`config.mk`:
```
export PLATFORM = sky130hd
export DESIGN_NAME = nt_sram
export DESIGN_NICKNAME = d
export VERILOG_FILES = /design/src/rtl/nt_pkg.sv /design/src/rtl/nt_burst_seq.sv /design/src/rtl/nt_mem_array.sv /design/src/rtl/nt_xfer_pipe.sv /design/src/rtl/nt_sram.sv
export SDC_FILE = /design/constraint.sdc
export NUM_CORES = 1
export LEC_CHECK = 0
export ABC_AREA = 0
export BUFFER_PORTS_ARGS = -buffer_cell sky130_fd_sc_hd__buf_2
export CORE_AREA = 2 2 292 294
export CTS_CLUSTER_DIAMETER = 150
export DETAILED_ROUTE_END_ITERATION = 10
export DIE_AREA = 0 0 294 296
export PLACE_DENSITY = 0.75
export SETUP_SLACK_MARGIN = 0.05
export SLEW_MARGIN = 25
export SYNTH_ARGS = -nofsm -noshare
export SYNTH_HDL_FRONTEND = slang
export SYNTH_SLANG_ARGS = --single-unit
```
`constraint.sdc`:
```
create_clock -name clk -period 2.8 [get_ports clk]
set_clock_uncertainty 0.2 [all_clocks]
set_input_delay 0.14 -clock clk [delete_from_list [all_inputs] [get_ports clk]]
set_output_delay 0.14 -clock clk [all_outputs]
set_load 0.005 [all_outputs]
```
`src/rtl/nt_pkg.sv`:
```
package nt_pkg;

  typedef enum logic [1:0] {
    OP_IDLE  = 2'd0,
    OP_READ  = 2'd1,
    OP_WRITE = 2'd2
  } op_kind_e;

  // Low two address bits of a burst beat.
  function automatic logic [1:0] beat_low(input logic [1:0] start,
                                          input logic [1:0] beat,
                                          input logic       linear);
    logic [1:0] res;
    if (linear) res = start + beat;
    else        res = start ^ beat;
    return res;
  endfunction

endpackage

```
`src/rtl/nt_burst_seq.sv`:
```
module nt_burst_seq
  import nt_pkg::*;
#(
  parameter int ADDR_W = 6,
  parameter int NBYTES = 2
) (
  input  logic              clk,
  input  logic              rst_n,
  input  logic              sel_ok,
  input  logic              adv,
  input  logic              sleep,
  input  logic              wr_req,
  input  logic              lin_order,
  input  logic [ADDR_W-1:0] addr,
  input  logic [NBYTES-1:0] bw_n,
  output op_kind_e          iss_kind,
  output logic [ADDR_W-1:0] iss_addr,
  output logic [NBYTES-1:0] iss_bw_n
);

  localparam int HI_W = ADDR_W - 2;

  logic              act_q, act_d;
  logic              wr_q, wr_d;
  logic [1:0]        cnt_q, cnt_d;
  logic [1:0]        nxt_cnt;
  logic [ADDR_W-1:0] base_q;
  logic              start, cont;

  always_comb begin
    nxt_cnt  = cnt_q + 2'd1;
    start    = !sleep && !adv && sel_ok;
    cont     = !sleep && adv && act_q;
    iss_kind = OP_IDLE;
    iss_addr = addr;
    iss_bw_n = bw_n;
    act_d    = act_q;
    wr_d     = wr_q;
    cnt_d    = cnt_q;
    if (start) begin
      iss_kind = wr_req ? OP_WRITE : OP_READ;
      act_d    = 1'b1;
      wr_d     = wr_req;
      cnt_d    = 2'd0;
    end else if (cont) begin
      iss_kind = wr_q ? OP_WRITE : OP_READ;
      iss_addr = {base_q[ADDR_W-1:2], beat_low(base_q[1:0], nxt_cnt, lin_order)};
      cnt_d    = nxt_cnt;
    end else if (sleep || !adv) begin
      act_d    = 1'b0;
    end
  end

  always_ff @(posedge clk or negedge rst_n) begin
    if (!rst_n) begin
      act_q <= 1'b0;
      wr_q  <= 1'b0;
      cnt_q <= 2'd0;
    end else begin
      act_q <= act_d;
      wr_q  <= wr_d;
      cnt_q <= cnt_d;
    end
  end

  always_ff @(posedge clk) begin
    if (start) base_q <= addr;
  end

  AST_BURST_SAME_BLOCK: assert property (@(posedge clk) disable iff (!rst_n)
    cont |-> iss_addr[ADDR_W-1:2] == $past(iss_addr[ADDR_W-1:2]));

  AST_LINEAR_STEP: assert property (@(posedge clk) disable iff (!rst_n)
    (cont && lin_order && $past(lin_order)) |-> iss_addr[1:0] == $past(iss_addr[1:0]) + 2'd1);

  AST_XOR_STEP: assert property (@(posedge clk) disable iff (!rst_n)
    (cont && !lin_order && !$past(lin_order)) |->
      (iss_addr[1:0] ^ $past(iss_addr[1:0])) == (nxt_cnt[0] ? 2'd1 : 2'd3));

  logic [HI_W-1:0] unused_hi;
  assign unused_hi = base_q[ADDR_W-1:2];

endmodule

```
`src/rtl/nt_mem_array.sv`:
```
module nt_mem_array #(
  parameter int ADDR_W = 6,
  parameter int NBYTES = 2,
  parameter int BYTE_W = 9
) (
  input  logic                     clk,
  input  logic                     we,
  input  logic [ADDR_W-1:0]        wa,
  input  logic [NBYTES-1:0]        wbe,
  input  logic [NBYTES*BYTE_W-1:0] wd,
  input  logic [ADDR_W-1:0]        ra,
  output logic [NBYTES*BYTE_W-1:0] rd
);

  localparam int DEPTH = 1 << ADDR_W;

  for (genvar b = 0; b < NBYTES; b++) begin : g_lane
    logic [BYTE_W-1:0] lane [DEPTH];

    always_ff @(posedge clk) begin
      if (we && wbe[b]) lane[wa] <= wd[b*BYTE_W +: BYTE_W];
    end

    assign rd[b*BYTE_W +: BYTE_W] = lane[ra];
  end

endmodule

```
`src/rtl/nt_xfer_pipe.sv`:
```
module nt_xfer_pipe
  import nt_pkg::*;
#(
  parameter int ADDR_W = 6,
  parameter int NBYTES = 2,
  parameter int BYTE_W = 9
) (
  input  logic                     clk,
  input  logic                     rst_n,
  input  logic                     pipe_mode,
  input  logic                     oe_n,
  input  logic                     sleep,
  input  op_kind_e                 iss_kind,
  input  logic [ADDR_W-1:0]        iss_addr,
  input  logic [NBYTES-1:0]        iss_bw_n,
  input  logic [NBYTES*BYTE_W-1:0] dq_in,
  input  logic [NBYTES*BYTE_W-1:0] mem_rd,
  output logic [ADDR_W-1:0]        mem_ra,
  output logic                     mem_we,
  output logic [ADDR_W-1:0]        mem_wa,
  output logic [NBYTES-1:0]        mem_wbe,
  output logic [NBYTES*BYTE_W-1:0] mem_wd,
  output logic [NBYTES*BYTE_W-1:0] dq_out,
  output logic                     dq_oe
);

  localparam int DATA_W = NBYTES * BYTE_W;

  // Stage 1: op seen at the last edge. Stage 2: op of the edge before.
  op_kind_e          s1_kind, s2_kind;
  logic [ADDR_W-1:0] s1_addr, s2_addr;
  logic [NBYTES-1:0] s1_bw_n, s2_bw_n;
  logic              s3_rd;

  logic [DATA_W-1:0] rd_q, out_q;
  logic [DATA_W-1:0] merged;
  logic              hit, rd_load, out_load, drive_slot;

  // Late-write commit point depends on the read mode.
  always_comb begin
    if (pipe_mode) begin
      mem_we  = (s2_kind == OP_WRITE);
      mem_wa  = s2_addr;
      mem_wbe = ~s2_bw_n;
    end else begin
      mem_we  = (s1_kind == OP_WRITE);
      mem_wa  = s1_addr;
      mem_wbe = ~s1_bw_n;
    end
    mem_wd   = dq_in;
    mem_ra   = s1_addr;
    hit      = mem_we && (mem_wa == s1_addr);
    rd_load  = (s1_kind == OP_READ);
    out_load = (s2_kind == OP_READ);
  end

  // Forward bytes of a write that commits at the same edge as the read.
  for (genvar b = 0; b < NBYTES; b++) begin : g_fwd
    assign merged[b*BYTE_W +: BYTE_W] = (hit && mem_wbe[b]) ? dq_in[b*BYTE_W +: BYTE_W]
                                                           : mem_rd[b*BYTE_W +: BYTE_W];
  end

  always_ff @(posedge clk or negedge rst_n) begin
    if (!rst_n) begin
      s1_kind <= OP_IDLE;
      s2_kind <= OP_IDLE;
      s3_rd   <= 1'b0;
    end else begin
      s1_kind <= iss_kind;
      s2_kind <= s1_kind;
      s3_rd   <= (s2_kind == OP_READ);
    end
  end

  always_ff @(posedge clk) begin
    s1_addr <= iss_addr;
    s1_bw_n <= iss_bw_n;
    s2_addr <= s1_addr;
    s2_bw_n <= s1_bw_n;
  end

  always_ff @(posedge clk) begin
    if (rd_load)  rd_q  <= merged;
    if (out_load) out_q <= rd_q;
  end

  always_comb begin
    drive_slot = pipe_mode ? s3_rd : (s2_kind == OP_READ);
    dq_out     = pipe_mode ? out_q : rd_q;
    dq_oe      = drive_slot && !oe_n && !sleep;
  end

  AST_PIPE_WRITE_LAG: assert property (@(posedge clk) disable iff (!rst_n)
    (pipe_mode && $past(pipe_mode) && mem_we) |-> $past(iss_kind == OP_WRITE, 2));

  AST_FLOW_WRITE_LAG: assert property (@(posedge clk) disable iff (!rst_n)
    (!pipe_mode && mem_we) |-> $past(iss_kind == OP_WRITE));

  AST_PIPE_READ_LAG: assert property (@(posedge clk) disable iff (!rst_n)
    (pipe_mode && dq_oe) |-> $past(iss_kind == OP_READ, 3));

  AST_FLOW_READ_LAG: assert property (@(posedge clk) disable iff (!rst_n)
    (!pipe_mode && dq_oe) |-> $past(iss_kind == OP_READ, 2));

endmodule

```
`src/rtl/nt_sram.sv`:
```
module nt_sram
  import nt_pkg::*;
#(
  parameter int ADDR_W = 6,
  parameter int NBYTES = 2,
  parameter int BYTE_W = 9
) (
  input  logic                     clk,
  input  logic                     rst_n,
  input  logic                     pipe_mode,
  input  logic [ADDR_W-1:0]        addr,
  input  logic                     wr_sel,
  input  logic [NBYTES-1:0]        bw_n,
  input  logic                     sel_a_n,
  input  logic                     sel_b,
  input  logic                     sel_c_n,
  input  logic                     adv,
  input  logic                     lin_order,
  input  logic                     oe_n,
  input  logic                     sleep,
  input  logic [NBYTES*BYTE_W-1:0] dq_in,
  output logic [NBYTES*BYTE_W-1:0] dq_out,
  output logic                     dq_oe
);

  localparam int DATA_W = NBYTES * BYTE_W;

  logic              sel_ok;
  op_kind_e          iss_kind;
  logic [ADDR_W-1:0] iss_addr;
  logic [NBYTES-1:0] iss_bw_n;
  logic [ADDR_W-1:0] mem_ra, mem_wa;
  logic              mem_we;
  logic [NBYTES-1:0] mem_wbe;
  logic [DATA_W-1:0] mem_wd, mem_rd;

  assign sel_ok = !sel_a_n && sel_b && !sel_c_n;

  nt_burst_seq #(.ADDR_W(ADDR_W), .NBYTES(NBYTES)) u_seq (
    .clk      (clk),
    .rst_n    (rst_n),
    .sel_ok   (sel_ok),
    .adv      (adv),
    .sleep    (sleep),
    .wr_req   (wr_sel),
    .lin_order(lin_order),
    .addr     (addr),
    .bw_n     (bw_n),
    .iss_kind (iss_kind),
    .iss_addr (iss_addr),
    .iss_bw_n (iss_bw_n)
  );

  nt_xfer_pipe #(.ADDR_W(ADDR_W), .NBYTES(NBYTES), .BYTE_W(BYTE_W)) u_xfer (
    .clk      (clk),
    .rst_n    (rst_n),
    .pipe_mode(pipe_mode),
    .oe_n     (oe_n),
    .sleep    (sleep),
    .iss_kind (iss_kind),
    .iss_addr (iss_addr),
    .iss_bw_n (iss_bw_n),
    .dq_in    (dq_in),
    .mem_rd   (mem_rd),
    .mem_ra   (mem_ra),
    .mem_we   (mem_we),
    .mem_wa   (mem_wa),
    .mem_wbe  (mem_wbe),
    .mem_wd   (mem_wd),
    .dq_out   (dq_out),
    .dq_oe    (dq_oe)
  );

  nt_mem_array #(.ADDR_W(ADDR_W), .NBYTES(NBYTES), .BYTE_W(BYTE_W)) u_mem (
    .clk(clk),
    .we (mem_we),
    .wa (mem_wa),
    .wbe(mem_wbe),
    .wd (mem_wd),
    .ra (mem_ra),
    .rd (mem_rd)
  );

  AST_DESEL_FLOW: assert property (@(posedge clk) disable iff (!rst_n)
    (!pipe_mode && !adv && !sel_ok) |=> !mem_we);

  AST_DESEL_PIPE: assert property (@(posedge clk) disable iff (!rst_n)
    (pipe_mode && !adv && !sel_ok) |=> ##1 !mem_we);

  AST_SLEEP_FLOW: assert property (@(posedge clk) disable iff (!rst_n)
    (!pipe_mode && sleep) |=> !mem_we);

  AST_SLEEP_PIPE: assert property (@(posedge clk) disable iff (!rst_n)
    (pipe_mode && sleep) |=> ##1 !mem_we);

endmodule

```
=== Yosys cells after proc, flatten, opt, wreduce, memory -nomap -nowiden ===
Memory sizes are Yosys's and may differ from the RTL's. A register that Yosys moved wholly into a read port is not among the register bits.
Index checks and enable logic that the tools add are counted.

* Add/subtract/negate cells: 2
* Equality and inequality tests: 5
* Mux-type cells: 21
* Bitwise operators: 3
* Reduce and logical (&&, ||, !) cells: 19

{| class="wikitable"
|+ Operator list
! operator !! count
|-
| 2-to-1 mux 18 bit || 1
|-
| 2-to-1 mux 6 bit || 3
|-
| 2-to-1 mux 2 bit || 8
|-
| logical AND 1 bit || 10
|-
| 2-to-1 mux 1 bit || 9
|-
| zero test 1 bit || 5
|-
| equality test 2 x 1 -> 1 bit, second input constant || 2
|-
| equality test 2 bit, second input constant || 2
|-
| inverter 2 bit || 2
|-
| nonzero test 2 bit || 2
|-
| adder 2 x 1 -> 2 bit, second input constant || 1
|-
| adder 2 bit || 1
|-
| != test 2 x 1 -> 1 bit, second input constant || 1
|-
| AND reduction 2 bit || 1
|-
| XOR 2 bit || 1
|-
| logical OR 1 bit || 1
|}

* Register bits: 49
* RAM bits: 1152
* Input port bits: 37
* Output and inout bits: 19
* Logic and storage cells: 64
* Memories: 2

{| class="wikitable"
|+ Memory list
! memory !! depth !! bits a word !! rd ports !! clocked after memory_dff !! write ports !! line !! source
|-
| u_mem.g_lane[0].lane || 64 || 9 || 1 || 1 || 1 || nt_mem_array.sv:18 || <nowiki>logic [BYTE_W-1:0] lane [DEPTH];</nowiki>
|-
| u_mem.g_lane[1].lane || 64 || 9 || 1 || 1 || 1 || nt_mem_array.sv:18 ||
|}

=== Longest topological paths before layout ===
Gate-level depths: netlist of the first run.

* Depth after elaboration: 6
* Depth in mapped cells: 11
* Depth with buffers taken out: 6

=== Hierarchy ===
Synthesis of the first run repeated with hierarchy kept, for this count alone.

* Cell total of the unflattened synthesis: 2160
* Area total of the unflattened synthesis: 47426.7 µm²

{| class="wikitable"
|+ By module, submodules not included
! module !! instances !! cells each !! area an instance (µm²)
|-
| nt_mem_array || 1 || 1978 || 44525.2
|-
| nt_xfer_pipe || 1 || 143 || 2382.3
|-
| nt_burst_seq || 1 || 38 || 506.7
|-
| nt_sram || 1 || 1 || 12.5
|}

=== Worst setup path before layout of the first run ===
No wires, ideal clock.

* Kind: reg-to-reg
* Start point: register u_xfer.s1_addr[0] (netlist: u_xfer.mem_ra[0])
* End point: memory u_mem.g_lane[1].lane[12][0] (enable)
* Data arrival time: 2285 ps
* Required time: 2226 ps
* Path slack: -59 ps
* Cell stages (with the launch flop): 9
* Buffers on the path: 5
* Period minus slack after synthesis: 2859 ps
* Cell sequence: dfxtp_1 > buf_4 > buf_4 > buf_4 > buf_2 > buf_4 > mux2i_1 > nand3_1 > nor2_1

* Word-level cells in the longest chain between the ends: 1

{| class="wikitable"
|+ RTL lines
! element !! line !! source
|-
| start: declaration || nt_xfer_pipe.sv:31 || <nowiki>logic [ADDR_W-1:0] s1_addr, s2_addr;</nowiki>
|-
| start signal: assignment || nt_xfer_pipe.sv:76 || <nowiki>s1_addr <= iss_addr;</nowiki>
|-
| 2-to-1 mux 6 bit || nt_xfer_pipe.sv:41 || <nowiki>if (pipe_mode) begin</nowiki>
|-
| end: declaration || nt_mem_array.sv:18 ||
|}

Every way passes these cells.

==> results of run 1 <==
==> worst max-delay path by stage <==
stage / from / to / cells after the start / slack [ns]
floorplan: u_xfer.mem_ra[0] / u_mem.g_lane[1].lane[12][0] / 8 / -0.06
global placement: u_xfer.mem_ra[0] / u_xfer.rd_q[12] / 7 / -0.20
detailed placement: u_xfer.mem_ra[0] / u_xfer.rd_q[12] / 7 / -0.22
CTS: u_xfer.mem_ra[1] / u_xfer.rd_q[17] / 9 / 0.05
global route: u_xfer.mem_ra[1] / u_xfer.rd_q[5] / 8 / 0.002
finish: u_xfer.mem_ra[3] / u_xfer.rd_q[17] / 6 / 0.02
==> layout make-up <==
type | instances | area, um2
Fill cell | 5166 | 28200
Clock inverter | 76 | 796
Multi-Input combinational cell | 925 | 10500
Timing Repair Buffer | 453 | 3910
Clock buffer | 141 | 3030
Sequential cell | 1219 | 36400
Tap cell | 1090 | 1360
Inverter | 12 | 45.0
==> where the power goes <==
part / leakage, nW / internal (mW) / switching (mW) / total, mW
clock: 1.85 / 9.00 / 6.66 / 15.7
sequential: 11.0 / 20.1 / 0.0410 / 20.1
combinational: 5.74 / 0.949 / 1.32 / 2.27
==> cells by family after synthesis <==
| kind of cell | share of synthesized area, % |
|---|---|
| buffers and inverters | 1.55 |
| XOR/XNOR | 0.166 |
| adder cells (fa/ha/maj) | 0.0264 |
| multiplexers | 14.9 |
| AO/OA/AOI/OAI | 3.86 |
| flip-flops | 76.9 |
| AND/OR/NAND/NOR | 2.67 |
==> sequential cells by signal, indices dropped and copies added (netlist names), 2 cells and up <==
name,count
u_mem.g_lane.lane,1152
u_seq.base_q,6
u_seq.cnt_q,2
u_xfer.mem_ra,6
u_xfer.out_q,18
u_xfer.rd_q,18
u_xfer.s1_bw_n,2
u_xfer.s1_kind,2
u_xfer.s2_addr,6
u_xfer.s2_bw_n,2
u_xfer.s2_kind,2
==> repair_timing <==
item,in CTS,in global routing
setup endpoints to repair,72,57
buffers inserted,17,6
hold buffers,39,1
gates resized for setup,19,34
hold endpoints to repair,558,64
cloned,2,1
pin swaps,2,10
==> critical path, delay by kind of cell (launching register included) <==
family,cells,cell delay (ns)
AOI/OAI and AO/OA,3,0.80
buffers and inverters,2,0.64
and+or+nand+nor,1,0.47
DFF,1,0.45
==> Yosys cell counts, drive strengths merged, types with 7 or more instances <==
cell type / count / area (um2)
a221oi: 20 / 181
nand2: 41 / 154
inv: 11 / 41.3
a211o: 12 / 105
dfrtp: 9 / 225
o21ai: 10 / 50.1
nor2: 151 / 567
a31oi: 14 / 87.6
nor3: 7 / 40.0
or3: 10 / 62.6
mux2i: 107 / 1070
nand3: 20 / 100
a221o: 13 / 130
o22ai: 21 / 131
nand2b: 12 / 75.1
a22oi: 23 / 173
clkbuf: 38 / 143
buf: 89 / 548
dfxtp: 16 / 320
edfxtp: 1194 / 35900
mux4: 229 / 5160
nor2b: 12 / 75.1
o221ai: 32 / 280
a211oi: 27 / 203
mux2: 72 / 811
a22o: 17 / 149
o32ai: 7 / 61.3
==> stage by stage <==
step	power (mW)	area (um2)	setup TNS, ns	utilization (%)
global route	38.9	56000	0	66.5
detailed placement	22.6	51300	-1.51	60.9
CTS	38.1	55800	0	66.3
floorplan	21.5	47400	-29.34	-
finish	38.0	56000	0	66.5
global placement	22.5	51300	-1.05	60.9
==> metal layers <==
metal  vias to the layer above  share of wire [%]  global-route usage (%)
li1                      10455                  -                       -
met1                     13165                 37                    36.9
met2                      1568                 49                    44.7
met3                       296                9.7                    5.94
met4                         0                4.0                    10.2
met5                         -                  0                       0
==> flow_summary.toml, run 1 <==
[clock_tree]
clock-sinks = 1219
clk_latency_ns = 0.69
root_buffer = "clkbuf_16"
cts_tree = "built"
cts_max_level = 3
clk_pin_slew_ns = 0.06
cts_buffers = 116
clock_path_buffers = 3

[critical_path]
crit_slowest_cell = "and2_1"
crit_type = "reg2reg"
cp_cell_sequence = "buf_4, and2_1, buf_4, a211oi_1, a211o_1, a31oi_1"
crit_top_cell = "buf_4"
cp_max_fo = 17
slowest_delay_ns = 0.47
end_kind = "flop"
r2r_end = "u_xfer.rd_q[17]"
r2r_setup_slack_ns = 0.02
crit_required_ns = 3.07
cp-start-kind = "flop"
worstPathArrival_ns = 3.05
regToRegStartpoint = "u_xfer.mem_ra[3]"
rr_worst_depth = 6

[route]
first_pass_iters = 5
drt.antenna.violating_nets = 0
vias = 25484
avgRoutedWirePerCell_um = 30.4
drt_iter0_markers = 3305
drt-total-wl_um = 119000
viasPerCell = 6.51
drc_errors = 0

[global_route]
grt_max_degree = 66
antenna_found_initial = 0
grt_pass1_wl_um = 172000
grt_pass1_vias = 25734
overflow = 0
grt_usage_pct = 27.4

[synthesis]
syn_nets = 2321
synth_seq_area_share_pct = 76.9
avgSynthCellArea_um2 = 20.7
ys_types = 61
synth_cells = 2283
synth_seq_cells = 1219
syn_area_um2 = 47400
synthFlopType = "edfxtp_1"
ys_warn_count = 0
synthArstFlopShare_pct = 0.738
synth_edf_count = 1194

[layout]
final_common_cell = "edfxtp_1"
n_antenna_cell = 0
areaGrowthSynthToFinish_pct = 18.3
drive_gt1_share_pct = 33.9
final_cell_mix = "edfxtp_1 (1,194), buf_4 (313), mux4_2 (229), nor2_1 (134), clkbuf_16 (117)"
final_cells = 3916
final_net_count = 2765

[place]
post-place-ws_ns = -0.219
dp_cells = 3633
gp_congestion = 0.886
hpwl_um = 74400
io_buffer_count = 55

[sta]
fin_hold_ws_ns = 0.0271
min_period_ns = 2.78
hold_violations = 0
maxSlewViolCount = 0
slew_headroom_pct = 31.4
tightest_slew_ns = 1.03
rsz0062_at_grt = "yes"
layout_setup_ws_ns = 0.0179
setup_violations = 0
post-route-period-util_pct = 99.4
max_freq_ghz = 0.359

[power_and_ir_drop]
vdd.ir_drop.worst_mv = 0.601
leakagePower_nw = 18.6
p_per_area_nw_per_um2 = 678

[status]
status = "completed"

[die]
initial_utilization_pct = 56.2
io_pins = 56
dieWidth_um = 294
fp.coreArea_um2 = 84200
rows = 107
die_h_um = 296
dieArea_um2 = 87000

[min_path]
hp-class = "in2reg"
min_to = "u_mem.g_lane[1].lane[43][0]"
worstHoldPathCells = 1
worstHoldStart = "dq_in[9]"

[flow_run]
drv_cap = 0
Note: power is estimated with default switching activity, not from simulation.
==> inputs of run 2 (changes only) <==
- PLACE_DENSITY: 0.75 -> unset
- PLACE_DENSITY_LB_ADDON: unset -> 0.15
- SYNTH_HIERARCHICAL: unset -> 1
==> run 2 against run 1 <==
The run now ends with hold timing, setup timing left; combinational power increased by 6%; setup slack worse by 0.14 ns; first-iteration DRC count shrank 12%; sequential share of layout area fell by 1.3 points; hold slack got worse by 0.035 ns; flip-flop and latch count unchanged; sequential power about the same; critical path depth up 1.
==> flow_summary.toml, run 2 <==
[critical_path]
cp-start-kind = "flop"
crit_slowest_cell = "mux4_2"
cp_cell_sequence = "buf_8, buf_12, buf_4, mux4_2, o221ai_1, o31ai_1, mux2_2"
end_kind = "flop"
slowest_delay_ns = 0.54
worstPathArrival_ns = 3.15
crit_type = "reg2reg"
crit_required_ns = 3.03
cp_max_fo = 7

[synthesis]
syn_nets = 2198
syn_area_um2 = 47400
ys_warn_count = 6
yosysMostFrequentCell = "edfxtp_1"
synth_area_leaders = "edfxtp_1 (76%), mux4_2 (14%), mux2i_1 (1.4%)"
synthTopCellsByCount = "edfxtp_1 (1,194), mux4_2 (305), nor2_1 (141)"
synth_edf_count = 1194
synth_seq_area_share_pct = 76.7
synthFlopType = "edfxtp_1"
netlist.area_leader.share_pct = 75.6
ys_types = 50
yosysTopAreaCell = "edfxtp_1"
synth_seq_cells = 1219
avgSynthCellArea_um2 = 22.0
synth_cells = 2160
synthArstFlopShare_pct = 0.738

[sta]
rsz0062_at_grt = "yes"
layout_setup_ws_ns = -0.125
max_freq_ghz = 0.342
fin_hold_ws_ns = -0.00782
post-route-period-util_pct = 104
slew_headroom_pct = 32.1
maxSlewViolCount = 0
hold_violations = 5
tightest_slew_ns = 1.02
min_period_ns = 2.93
setup_violations = 51

[die]
dieWidth_um = 294
initial_utilization_pct = 56.3
rows = 107
die_h_um = 296
dieArea_um2 = 87000
io_pins = 56
fp.coreArea_um2 = 84200

[route]
viasPerCell = 6.34
drc_errors = 0
first_pass_iters = 7
vias = 24210
avgRoutedWirePerCell_um = 30.7
drt_iter0_markers = 2921
drt.antenna.violating_nets = 0
drt-total-wl_um = 117000

[global_route]
overflow = 0
grt_pass1_wl_um = 168000
antenna_found_initial = 2
grt_max_degree = 52
grt_usage_pct = 27.1
grt_pass1_vias = 24383

[clock_tree]
clock_path_buffers = 3
cts_buffers = 117
clock-sinks = 1219
cts_max_level = 3
cts_tree = "built"
clk_latency_ns = 0.69
root_buffer = "clkbuf_16"
clk_pin_slew_ns = 0.06

[min_path]
hp-class = "in2reg"

[status]
status = "complete, but fails checks"
violations = "hold timing, setup timing"

[flow_run]
drv_cap = 0

[layout]
areaGrowthSynthToFinish_pct = 20.6
drive_gt1_share_pct = 40.0
final_net_count = 2668
largest_reg_flops = 1152
layout.core_utilization_pct = 67.9
design_area_um2 = 57200
final_common_cell = "edfxtp_1"
regMostFlops = "u_mem/g_lane.lane"
final_cell_mix = "edfxtp_1 (1,194), mux4_2 (305), buf_4 (278), clkbuf_16 (123), nor2_1 (93)"
largest_registers = "u_mem/g_lane.lane: 1152 flops, u_xfer/out_q: 18 flops, u_xfer/rd_q: 18 flops"

[power_and_ir_drop]
p_per_area_nw_per_um2 = 671
vdd.ir_drop.worst_mv = 0.528
leakagePower_nw = 18.9
p_total_mw = 38.4

[place]
gp_congestion = 0.825
io_buffer_count = 55
hpwl_um = 73600
place_area_um2 = 51500
==> run 2: changes by cell type after synthesis, sizes merged, moves of 12 or more <==
cell    delta
a221o     -13
o21ai     +15
o31ai     +13
a22o      -17
mux2i     -41
mux4      +76
nand3     -12
mux2      -21
o221ai    -14
a211o     -12
o22ai     -16
==> run 2: metrics by stage <==
| step | setup TNS, ns | hold slack (ns) | setup WS, ns | std cells |
|---|---|---|---|---|
| detailed placement | -3.26 | -0.194 | -0.169 | 3509 |
| global placement | -1.92 | -0.201 | -0.176 | 3509 |
| floorplan | 0 | -0.356 | 0.0263 | 2160 |
| global route | -5.30 | 0.0154 | -0.189 | 3815 |
| CTS | -0.126 | 0.00132 | -0.0335 | 3787 |
| finish | -1.04 | -0.00782 | -0.125 | 3816 |
==> run 2: repair_timing <==
| item | CTS | global route |
|---|---|---|
| endpoints found under the hold margin | 519 | 57 |
| setup endpoints to repair | 177 | 487 |
| gates resized for setup | 71 | 107 |
| gates cloned | 7 | 9 |
| pin swaps | 11 | 13 |
| setup buffers | 15 | 14 |
| hold buffers | 42 | 6 |
==> run 2: path summary, 6_finish.rpt <==
check | startpoint | end | slack [ns] | depth (start not counted)
max in group asynchronous | rst_n | u_seq/cnt_q[1] | 1.78 | 3
setup reg to reg | u_xfer/mem_ra[0] | u_xfer/rd_q[16] | -0.13 | 7
setup / recovery | u_xfer/mem_ra[0] | u_xfer/rd_q[16] | -0.13 | 7
hold / removal | dq_in[6] | u_mem/g_lane[0].lane[41][6] | -0.008 | 1
hold reg to reg | u_xfer/s1_bw_n[1] | u_xfer/s2_bw_n[1] | 0.18 | 0
min in group asynchronous | rst_n | u_seq/act_q | 0.29 | 3
==> run 2: cell families (layout without fill, tap and decap cells) <==
logic type / count (synthesis) / count (layout) / share of synthesized area, %
compound gates: 124 / 124 / 1.92
xor+xnor: 9 / 9 / 0.195
fa+ha+maj: 1 / 1 / 0.0264
buf+inv: 152 / 715 / 1.74
flops: 1219 / 1219 / 76.7
mux: 422 / 422 / 17.1
other cells: 0 / 1 / 0
simple gates: 233 / 235 / 2.28
==> run 2: area by class of cell <==
| type | instances | area, um2 |
|---|---|---|
| clock buffers | 140 | 3080 |
| diodes | 1 | 2.50 |
| inverters | 17 | 68.8 |
| multi-input cells | 791 | 10800 |
| repair buffers | 484 | 4660 |
| clock inverters | 74 | 806 |
| well taps | 1090 | 1360 |
| fillers | 5121 | 27000 |
| flip-flops and latches | 1219 | 36400 |
==> run 2: where the power goes <==
| group | total [mW] | leakage [nW] | switching, mW | internal [mW] |
|---|---|---|---|---|
| clock network | 15.9 | 1.89 | 6.56 | 9.36 |
| logic | 2.41 | 6.03 | 1.34 | 1.07 |
| registers | 20.1 | 11.0 | 0.0394 | 20.1 |
==> run 2: critical path: cells and delay by family (launching register included) <==
family | cells | cell delay (ns)
AOI/OAI and AO/OA | 2 | 0.71
buffers and inverters | 3 | 0.52
DFF | 1 | 0.39
muxes | 2 | 0.83
==> run 2: per-layer routing <==
metal / track usage [%] / vias to the layer above / routed length (um)
met5: 0 / - / 17
met4: 7.77 / 2 / 2800
met3: 4.41 / 176 / 10300
met2: 43.8 / 1227 / 58000
met1: 38.9 / 12825 / 46200
li1: - / 9980 / -
